File: config.mk
export PLATFORM = sky130hd
export DESIGN_NAME = pulse_oneshot
export DESIGN_NICKNAME = d
export VERILOG_FILES = /design/src/rtl/oneshot_pkg.sv /design/src/rtl/os_sync.sv /design/src/rtl/os_trigger.sv /design/src/rtl/os_timer.sv /design/src/rtl/pulse_oneshot.sv
export SDC_FILE = /design/constraint.sdc
export NUM_CORES = 1
export LEC_CHECK = 0
export BUFFER_PORTS_ARGS = -buffer_cell sky130_fd_sc_hd__buf_2
export CAP_MARGIN = 20
export CORE_MARGIN = 2
export CORE_UTILIZATION = 50
export CTS_CLUSTER_SIZE = 16
export DETAILED_ROUTE_END_ITERATION = 8
export HOLD_SLACK_MARGIN = 0.15
export PLACE_DENSITY = 0.83
export SKIP_CTS_REPAIR_TIMING = 1
export SYNTH_ARGS = -nofsm -noshare
export SYNTH_HDL_FRONTEND = slang
export SYNTH_HIERARCHICAL = 1
export SYNTH_SLANG_ARGS = --single-unit
File: constraint.sdc
create_clock -name clk -period 2.1 [get_ports clk]
set_input_delay 0.21 -clock clk [delete_from_list [all_inputs] [get_ports clk]]
set_output_delay 0.21 -clock clk [all_outputs]
set_load 0.01 [all_outputs]
File: src/rtl/oneshot_pkg.sv
package oneshot_pkg;

    // Default width of the duration input.
    localparam int unsigned OS_DUR_W = 16;

    // Control pins, bundled as they travel through the synchronizer.
    typedef struct packed {
        logic trig_n;   // fires on a falling edge
        logic trig;     // fires on a rising edge
        logic clr_n;    // clear, active low
    } os_pins_t;

    // Value that means "nothing happening": used as the reset value for
    // every sampled copy of the pins, so that leaving reset creates no edge.
    localparam os_pins_t OS_PINS_IDLE = '{trig_n: 1'b1, trig: 1'b0, clr_n: 1'b1};

    // One flag per trigger path.
    typedef struct packed {
        logic b_rise;
        logic a_fall;
        logic c_rise;
    } os_cause_t;

    typedef enum logic [1:0] {
        OS_IDLE = 2'd0,
        OS_RUN  = 2'd1
    } os_state_t;

    function automatic logic os_any(input os_cause_t c);
        return c.b_rise | c.a_fall | c.c_rise;
    endfunction

endpackage

File: src/rtl/os_sync.sv
module os_sync #(
    parameter int unsigned   W      = 3,
    parameter int unsigned   STAGES = 2,
    parameter logic [W-1:0]  INIT   = '0
) (
    input  logic         clk,
    input  logic         rst,
    input  logic [W-1:0] d_i,
    output logic [W-1:0] q_o
);

    localparam int unsigned LAST = STAGES - 1;

    // stage_q[0] captures the raw pins; stage_q[LAST] is the synchronized value.
    logic [W-1:0] stage_q [STAGES];

    always_ff @(posedge clk) begin
        if (rst) begin
            for (int s = 0; s < STAGES; s++) begin
                stage_q[s] <= INIT;
            end
        end else begin
            stage_q[0] <= d_i;
            for (int s = 1; s < STAGES; s++) begin
                stage_q[s] <= stage_q[s-1];
            end
        end
    end

    assign q_o = stage_q[LAST];

endmodule

File: src/rtl/os_trigger.sv
module os_trigger
    import oneshot_pkg::*;
(
    input  logic     clk,
    input  logic     rst,
    input  os_pins_t cur_i,
    output logic     fire_o
);

    os_pins_t  prev_q;
    os_cause_t cause;

    // Synchronized pins one cycle ago; reset to idle so that no edge
    // is seen on the cycle after reset.
    always_ff @(posedge clk) begin
        if (rst) begin
            prev_q <= OS_PINS_IDLE;
        end else begin
            prev_q <= cur_i;
        end
    end

    always_comb begin
        cause        = '0;
        // Active-high trigger rising, with the active-low trigger enabling.
        cause.b_rise = cur_i.clr_n && !cur_i.trig_n && cur_i.trig && !prev_q.trig;
        // Active-low trigger falling, with the active-high trigger enabling.
        cause.a_fall = cur_i.clr_n && cur_i.trig && !cur_i.trig_n && prev_q.trig_n;
        // Clear released while both triggers are already enabling.
        cause.c_rise = cur_i.clr_n && !prev_q.clr_n && !cur_i.trig_n && cur_i.trig;
    end

    assign fire_o = os_any(cause);

endmodule

File: src/rtl/os_timer.sv
module os_timer
    import oneshot_pkg::*;
#(
    parameter int unsigned DUR_W = OS_DUR_W
) (
    input  logic             clk,
    input  logic             rst,
    input  logic             fire_i,
    input  logic             clr_n_i,
    input  logic [DUR_W-1:0] dur_i,
    output logic             q_o
);

    localparam logic [DUR_W-1:0] ONE = {{(DUR_W-1){1'b0}}, 1'b1};

    os_state_t        state_q;
    logic [DUR_W-1:0] rem_q;      // cycles still to run, counting the current one
    logic [DUR_W-1:0] dur_eff;
    logic             accept;
    logic             last_cyc;

    assign dur_eff  = (dur_i == '0) ? ONE : dur_i;
    assign last_cyc = (state_q == OS_RUN) && (rem_q == ONE);
    // A new start is taken when idle, or in the final cycle of a running pulse.
    assign accept   = (state_q == OS_IDLE) || last_cyc;

    always_ff @(posedge clk) begin
        if (rst) begin
            state_q <= OS_IDLE;
            rem_q   <= '0;
        end else if (!clr_n_i) begin
            state_q <= OS_IDLE;
            rem_q   <= '0;
        end else if (fire_i && accept) begin
            state_q <= OS_RUN;
            rem_q   <= dur_eff;
        end else if (last_cyc) begin
            state_q <= OS_IDLE;
            rem_q   <= '0;
        end else if (state_q == OS_RUN) begin
            rem_q   <= rem_q - ONE;
        end
    end

    assign q_o = (state_q == OS_RUN);

endmodule

File: src/rtl/pulse_oneshot.sv
module pulse_oneshot
    import oneshot_pkg::*;
#(
    parameter int unsigned DUR_W       = OS_DUR_W,
    parameter int unsigned SYNC_STAGES = 2
) (
    input  logic             clk,
    input  logic             rst,
    input  logic             trig_n_i,
    input  logic             trig_i,
    input  logic             clr_n_i,
    input  logic [DUR_W-1:0] dur_i,
    output logic             q_o,
    output logic             q_n_o
);

    localparam int unsigned PIN_W = $bits(os_pins_t);

    os_pins_t         pins_raw;
    os_pins_t         pins_s;
    logic [PIN_W-1:0] pins_vec;
    logic             fire;
    logic             clr_s;
    logic             q;

    assign pins_raw = '{trig_n: trig_n_i, trig: trig_i, clr_n: clr_n_i};

    os_sync #(
        .W      (PIN_W),
        .STAGES (SYNC_STAGES),
        .INIT   (OS_PINS_IDLE)
    ) u_sync (
        .clk (clk),
        .rst (rst),
        .d_i (pins_raw),
        .q_o (pins_vec)
    );

    assign pins_s = os_pins_t'(pins_vec);
    assign clr_s  = pins_s.clr_n;

    os_trigger u_trigger (
        .clk    (clk),
        .rst    (rst),
        .cur_i  (pins_s),
        .fire_o (fire)
    );

    os_timer #(
        .DUR_W (DUR_W)
    ) u_timer (
        .clk     (clk),
        .rst     (rst),
        .fire_i  (fire),
        .clr_n_i (clr_s),
        .dur_i   (dur_i),
        .q_o     (q)
    );

    assign q_o   = q;
    assign q_n_o = ~q;

endmodule

==> flow_summary.ini, run 1 <==
[finish]
drive_gt1_frac = 0.329
nets = 231
syn_to_final_growth_pct = 27.3
diodes = 0

[floorplan]
fp.coreArea_um2 = 2730
die_w_um = 57.3
initial_core_util = 0.520
die_area_um2 = 3290
num_rows = 19
die_h_um = 57.3
io_pins = 23

[clocking]
clock-sinks = 26
cts_tree = built
clk_path_buf_depth = 2
clkSlewWorstSetupHoldPaths_ns = 0.15
tritoncts.num_buffers = 3
clockRootBuffer = clkbuf_4
clock_latency_ns = 0.33
h-tree-depth = 1

[route]
wire_per_inst_um = 17.6
drt_first_pass_iters = 4
ant_nets = 0
drc = 0
vias = 1514
wl_mm = 4.19
viasPerCell = 6.36
drt_iter0_drc = 106

[synthesis]
ys_top_cells_by_count = dfxtp_1 (26), nor2_1 (14), a21oi_1 (13)
synth_edf_count = 0
async_flop_share = 0
netlist_instances = 166
netlist.area_leader.share = 0.366
synth.distinct_cells = 44
synth_seq_cells = 26
synthTopCellsByArea = dfxtp_1 (37%), a21oi_1 (4.6%), xnor2_1 (4.3%)
yosysSeqAreaShare = 0.366
synth_top_area_cell = dfxtp_1
syn-num-nets = 189
syn_area_um2 = 1420
yosysMostFrequentCell = dfxtp_1
syn_avg_cell_area_um2 = 8.57
synth_ff_type = dfxtp_1
yosys_warnings = 6

[hold_path]
min_path_type = in -> reg
min-delay-start = rst

[setup_path]
max_stage_delay_ns = 0.51
regToRegStartpoint = u_timer/rem_q[1]
crit_top_cell = a21oi_1
path_cells = inv_2 -> ha_4 -> or4b_4 -> o41ai_4 -> buf_4 -> nor2_1 -> a21oi_1 -> a21oi_1
path_class = reg -> reg
critPathLaunch = u_timer/rem_q[1]
path_max_fanout = 7
cp.required_ns = 2.32
cp_top_family = compound AO/OA/AOI/OAI gates
slowest_stage = o41ai_4
end_kind = flip-flop
cp.arrival_ns = 2.48
crit_buf_inv = 2
crit_path_start_kind = flip-flop

[sta]
skew_ns = 0.00544
setup_tns_ns = -0.879
period_needed_ns = 2.26
clock.fmax_mhz = 442
maxSlewViolCount = 0
whs_ns = 0.137
slew_headroom = 0.480
finalCritPeriodShare = 1.08
rsz0062_at_grt = yes
setup_viol = 14
hold_viol_final = 0
fin_ws_ns = -0.160
worst_pin_slew_ns = 0.777

[global_routing]
grt_overflow_total = 0
grt_pass1_wl_mm = 6.34
antenna_found_initial = 0
grt_max_degree = 16
track_usage = 0.249
grt_pass1_vias = 1420

[placement]
io_buffers = 22
globalplace.congestion = 0.930
post-dp-hpwl_mm = 2.84
dp_slack_ns = -0.110

[power_and_ir_drop]
p_per_area_nw_per_um2 = 553
p_leak_nw = 0.705
vdd_drop_max_v = 0.000369

[outcome]
violations = negative setup slack
status = finished with violations

[flow_run]
maxCapViolations = 0
## flip-flops by register name (all words and copies together) (netlist names)
register	count
u_sync/stage_q	6
u_timer/rem_q	16
u_timer/state_q	1
u_trigger/prev_q	3
## metrics by stage
stage | std cells | util | instance area, um2 | power [W]
floorplan | 166 | - | 1420 | 0.000594
detailed placement | 226 | 0.596 | 1630 | 0.000642
global route | 238 | 0.662 | 1810 | 0.00104
finish | 238 | 0.662 | 1810 | 0.00100
CTS | 230 | 0.615 | 1680 | 0.000987
global placement | 226 | 0.596 | 1630 | 0.000637
## worst reg2reg max path, cell delays in order, from the launching register on
cell,delay [ns]
dfxtp_2,0.36
inv_2,0.08
ha_4,0.13
or4b_4,0.49
o41ai_4,0.51
buf_4,0.25
nor2_1,0.08
a21oi_1,0.18
a21oi_1,0.09
## kinds of logic after synthesis
group / count (synthesis) / share of synthesized area
flops: 26 / 0.366
compound gates: 40 / 0.192
fa+ha+maj: 2 / 0.0176
buf+inv: 13 / 0.0545
simple gates: 76 / 0.313
mux: 2 / 0.0141
xor+xnor: 7 / 0.0431
## layer usage
layer	share of wire	routed length [um]	track usage
met2	0.49	2050	0.403
met4	0.037	156	0.130
met5	0	0	0
met1	0.38	1610	0.322
met3	0.090	376	0.0363
## final timing paths
kind	to	slack [ns]	depth (start not counted)
max	u_timer/rem_q[8]	-0.16	8
max reg2reg	u_timer/rem_q[8]	-0.16	8
min reg2reg	u_sync/stage_q[0][5]	0.44	1
min	u_sync/stage_q[0][4]	0.14	2
## cells in the final DEF, fill, tap and decap left out, types with 2 or more instances in the layout
cell type      count
o21ai_0            5
buf_2             22
nor2b_1            7
nand4_1            5
inv_1              3
xnor2_1            7
or2_1              4
a21oi_1           10
nor3_1             4
nor2_1            14
a22oi_1            2
or2_2              3
o31a_1             2
buf_4             18
nand2_1            9
dlygate4sd3_1      5
a21oi_2            3
a32oi_1            2
nand3_1            6
dfxtp_1           24
a31oi_1            3
clkbuf_4           3
nor4_1             9
dfxtp_2            2
o21ai_1            4
mux2i_1            2
## where the power goes
group | internal [W] | switching [W]
clock | 0.000193 | 0.000159
combinational | 0.0000613 | 0.0000743
sequential | 0.000505 | 0.00000782
total | 0.000760 | 0.000242
## layout make-up
cell class	count	area [um2]
inverter	4	15.0
timing repair buffer	46	307
multi-input combinational	127	875
fill	225	923
tap	31	38.8
sequential	26	523
clock inverter	1	30.0
clock buffer	3	22.5
Power figures use the tool's default switching activity.
==> inputs of run 2 (changes only) <==
Settings changed: CELL_PAD_IN_SITES_DETAIL_PLACEMENT set to 0, CELL_PAD_IN_SITES_GLOBAL_PLACEMENT set to 1, CORE_UTILIZATION 50 to 37, CTS_CLUSTER_DIAMETER set to 80, MAX_ROUTING_LAYER set to met4, PLACE_DENSITY 0.83 to 0.82.
==> flow_summary.ini, run 2 (synthesized netlist as in run 1, its figures left out) <==
[setup_path]
crit_path_start_kind = flip-flop
cp.required_ns = 2.31
slowest_stage = or4b_4
crit_top_cell = buf_4
cp.arrival_ns = 2.30
max_stage_delay_ns = 0.48
r2r_slack_ns = 0.005
path_class = reg -> reg
regToRegStartpoint = u_timer/rem_q[1]
r2r_end = u_timer/rem_q[5]
end_kind = flip-flop
path_cells = inv_2 -> ha_1 -> or4b_4 -> o41ai_4 -> buf_4 -> and2_4 -> buf_4 -> a32oi_1 -> a21oi_1
path_max_fanout = 6
rr_worst_depth = 9

[global_routing]
antenna_found_initial = 0
grt_max_degree = 16
grt_pass1_vias = 1355
track_usage = 0.197
grt_overflow_total = 0
grt_pass1_wl_mm = 6.29

[finish]
syn_to_final_growth_pct = 28.9
fillers = 363
nets = 233
drive_gt1_frac = 0.325
reg_top3 = u_timer/rem_q x16, u_sync/stage_q x6, u_trigger/prev_q x3
final_cell_mix = dfxtp_1 (25), buf_2 (22), buf_4 (22), nor2_1 (14), a21oi_1 (12)
instances_no_fill = 257
regMostFlops = u_timer/rem_q
diodes = 0
largest_register_ffs = 16
layout_commonest_cell = dfxtp_1

[sta]
skew_ns = 0.00295
rsz0062_at_grt = yes
finalCritPeriodShare = 0.998
setup_tns_ns = 0
setup_viol = 0
hold_viol_final = 0
slew_headroom = 0.490
worst_pin_slew_ns = 0.763
whs_ns = 0.135
clock.fmax_mhz = 477
period_needed_ns = 2.10
fin_ws_ns = 0.00499
maxSlewViolCount = 0

[power_and_ir_drop]
p_leak_nw = 0.720
p_sw_w = 0.000243
p_per_area_nw_per_um2 = 579
seq_power_share = 0.481
p_clk_frac = 0.398
comb_power_share = 0.122
p_int_w = 0.000819
vdd_drop_max_v = 0.000357
switching_share = 0.229
finalPower_w = 0.00106

[floorplan]
io_pins = 23
fp.coreArea_um2 = 3690
die_area_um2 = 4360
initial_core_util = 0.386
die_w_um = 66.0
die_h_um = 66.0
num_rows = 22

[clocking]
h-tree-depth = 1
cts_tree = built
tritoncts.num_buffers = 3
clock-sinks = 26
clk_path_buf_depth = 2
clkSlewWorstSetupHoldPaths_ns = 0.09
clock_latency_ns = 0.28
clockRootBuffer = clkbuf_8

[hold_path]
whs_path_depth = 2
hold_path_end = u_sync/stage_q[0][1]
min_path_type = in -> reg
min-delay-start = trig_i

[route]
wire_per_inst_um = 15.0
ant_nets = 0
drc = 0
viasPerCell = 5.54
drt_iter0_drc = 109
wl_mm = 3.85
drt_first_pass_iters = 4
vias = 1425

[placement]
io_buffers = 22
globalplace.congestion = 0.918
dp_slack_ns = -0.0809
post-dp-hpwl_mm = 2.88
dp.cells = 247

[outcome]
status = completed

[flow_run]
maxCapViolations = 0
## run 2: cell types whose count changed in the layout (fill, tap and decap cells not counted), sizes merged
cell         delta
buf             +5
dlygate4sd3     -3
## run 2: power groups by stage
stage,Clock (W),Sequential [W],Combinational (W)
floorplan,0,0.000522,0.0000721
detailed placement,0,0.000522,0.000122
global placement,0,0.000522,0.000121
CTS,0.000436,0.000511,0.000123
finish,0.000423,0.000511,0.000130
global route,0.000452,0.000513,0.000142
## run 2: through the flow
stage	util	area [um2]
2_1_floorplan	-	1420
3_3_place_gp	0.456	1680
3_5_place_dp	0.456	1680
4_1_cts	0.475	1750
5_1_grt	0.497	1830
6_report	0.497	1830
## run 2: routing by layer
metal / wire length (um) / share of wire / global-route usage / vias to the layer above
met4: 60 / 0.016 / 0.0663 / 0
met3: 283 / 0.074 / 0.0290 / 9
met5: 0 / 0 / - / -
li1: - / - / - / 696
met2: 1790 / 0.47 / 0.312 / 53
met1: 1710 / 0.44 / 0.259 / 667
## run 2: critical path: cells and delay by family, from the launching register on
kind / cells / cell delay, ns
compound gates: 3 / 0.54
fa+ha+maj: 1 / 0.13
simple gates: 2 / 0.65
flops: 1 / 0.33
buf+inv: 3 / 0.36
## run 2: worst max path at each step
stage,from,to,slack (ns)
after global routing,u_timer/rem_q[1],u_timer/rem_q[5],-0.08
after CTS,u_timer/rem_q[1],u_timer/rem_q[0],-0.11
after detailed placement,u_timer/rem_q[1],u_timer/rem_q[0],-0.08
after floorplan,u_timer/rem_q[1],u_timer/rem_q[2],0.05
final,u_timer/rem_q[1],u_timer/rem_q[5],0.005
after global placement,u_timer/rem_q[1],u_timer/rem_q[2],-0.05
## run 2: layout make-up
class / instances / area [um2] / area share
Tap cell: 48 / 60.1 / 0.0327
Inverter: 4 / 15.0 / 0.00819
Multi-Input combinational cell: 127 / 848 / 0.462
Timing Repair Buffer: 48 / 318 / 0.173
Sequential cell: 26 / 522 / 0.284
Clock inverter: 1 / 30.0 / 0.0164
Clock buffer: 3 / 41.3 / 0.0225
==> inputs of run 3 (changes only) <==
Settings changed: CELL_PAD_IN_SITES_DETAIL_PLACEMENT 0 to not set, CELL_PAD_IN_SITES_GLOBAL_PLACEMENT 1 to not set, CORE_UTILIZATION 37 to 50, PLACE_DENSITY 0.82 to 0.83.
==> flow_summary.ini, run 3 (synthesized netlist as in run 1, its figures left out) <==
[finish]
layout_commonest_cell = dfxtp_1
multiInputGateArea_um2 = 868
fillers = 221
syn_to_final_growth_pct = 29.0
regMostFlops = u_timer/rem_q
drive_gt1_frac = 0.324
reg_top3 = u_timer/rem_q x16, u_sync/stage_q x6, u_trigger/prev_q x3
instances_no_fill = 241
largest_register_ffs = 16
nets = 234
ff_latch_area_um2 = 523
diodes = 0
final_cell_mix = dfxtp_1 (24), buf_2 (22), buf_4 (18), nor2_1 (14), a21oi_1 (12)
stdcell_area_um2 = 1840
fin_util = 0.671

[clocking]
clkSlewWorstSetupHoldPaths_ns = 0.14
h-tree-depth = 1
clock_latency_ns = 0.32
tritoncts.num_buffers = 3
clock-sinks = 26
cts_tree = built
clk_path_buf_depth = 2
clockRootBuffer = clkbuf_4

[power_and_ir_drop]
vdd_drop_max_v = 0.000504
p_leak_nw = 0.721
p_per_area_nw_per_um2 = 544

[sta]
skew_ns = 0.00266
clock.fmax_mhz = 473
hold_viol_final = 0
finalCritPeriodShare = 1.01
fin_ws_ns = -0.0158
rsz0062_at_grt = yes
worst_pin_slew_ns = 0.742
maxSlewViolCount = 0
whs_ns = 0.156
setup_viol = 1
slew_headroom = 0.503
period_needed_ns = 2.12

[route]
drt_first_pass_iters = 5
viasPerCell = 6.16
vias = 1484
wire_per_inst_um = 16.4
ant_nets = 0
drc = 0
wl_mm = 3.95
drt_iter0_drc = 115

[floorplan]
num_rows = 19
die_area_um2 = 3290
die_h_um = 57.3
fp.coreArea_um2 = 2730
io_pins = 23
die_w_um = 57.3
initial_core_util = 0.520

[global_routing]
antenna_found_initial = 0
track_usage = 0.242
grt_overflow_total = 0
grt_pass1_vias = 1302
grt_max_degree = 16
grt_pass1_wl_mm = 6.00

[setup_path]
path_class = reg -> reg
cp.required_ns = 2.33
rr_worst_depth = 8
regToRegStartpoint = u_timer/rem_q[1]
end_kind = flip-flop
r2r_slack_ns = -0.02
path_max_fanout = 6
crit_path_start_kind = flip-flop
cp.arrival_ns = 2.35
r2r_end = u_timer/rem_q[0]

[flow_run]
maxCapViolations = 0

[hold_path]
min_path_type = in -> reg
hold_path_end = u_timer/rem_q[10]
whs_path_depth = 3
min-delay-start = dur_i[10]

[placement]
globalplace.congestion = 0.912
placed_area_um2 = 1640
io_buffers = 22
post-dp-hpwl_mm = 2.85
dp.cells = 228
dp_slack_ns = -0.0875

[outcome]
violations = negative setup slack
status = finished with violations
[run 3: changes by cell type in the layout (fill, tap and decap cells not counted), sizes merged]
cell / delta
buf: -4
dlygate4sd3: +5
[run 3: worst max-delay path, stage by stage, from the launching register on]
cell	delay, ns
dfxtp_2	0.36
inv_2	0.07
ha_4	0.12
or4b_4	0.48
o41ai_4	0.35
buf_4	0.21
buf_6	0.12
o22ai_1	0.07
o31a_1	0.24
[run 3: worst max path at each step]
stage	from	end	cells after the start
after global placement	u_timer/rem_q[1]	u_timer/rem_q[0]	7
final	u_timer/rem_q[1]	u_timer/rem_q[0]	8
after CTS	u_timer/rem_q[1]	u_timer/rem_q[0]	7
after global routing	u_timer/rem_q[1]	u_timer/rem_q[8]	9
after detailed placement	u_timer/rem_q[1]	u_timer/rem_q[0]	7
after floorplan	u_timer/rem_q[1]	u_timer/rem_q[2]	8
[run 3: final cells by class]
type,count,area share
Clock buffer,3,0.0123
Clock inverter,1,0.0164
Inverter,4,0.00818
Multi-Input combinational cell,127,0.473
Sequential cell,26,0.285
Tap cell,31,0.0211
Timing Repair Buffer,49,0.184
[run 3: metrics by stage]
step                TNS (ns)  total power (W)
global route          -0.490          0.00103
detailed placement    -0.337         0.000643
floorplan                  0         0.000594
finish               -0.0158         0.000998
CTS                    -1.20         0.000991
global placement     -0.0206         0.000639
[run 3: metal layers]
layer  track usage  share of wire  vias to the layer above
met5             -              0                        -
met4         0.103          0.026                        0
met3        0.0408          0.084                       14
met2         0.375           0.49                       85
met1         0.312           0.40                      686
li1              -              -                      699
[run 3: power breakdown]
group	switching, W	internal [W]	total [W]
Combinational	0.0000743	0.0000640	0.000138
Sequential	0.00000722	0.000505	0.000513
Clock	0.000154	0.000193	0.000347
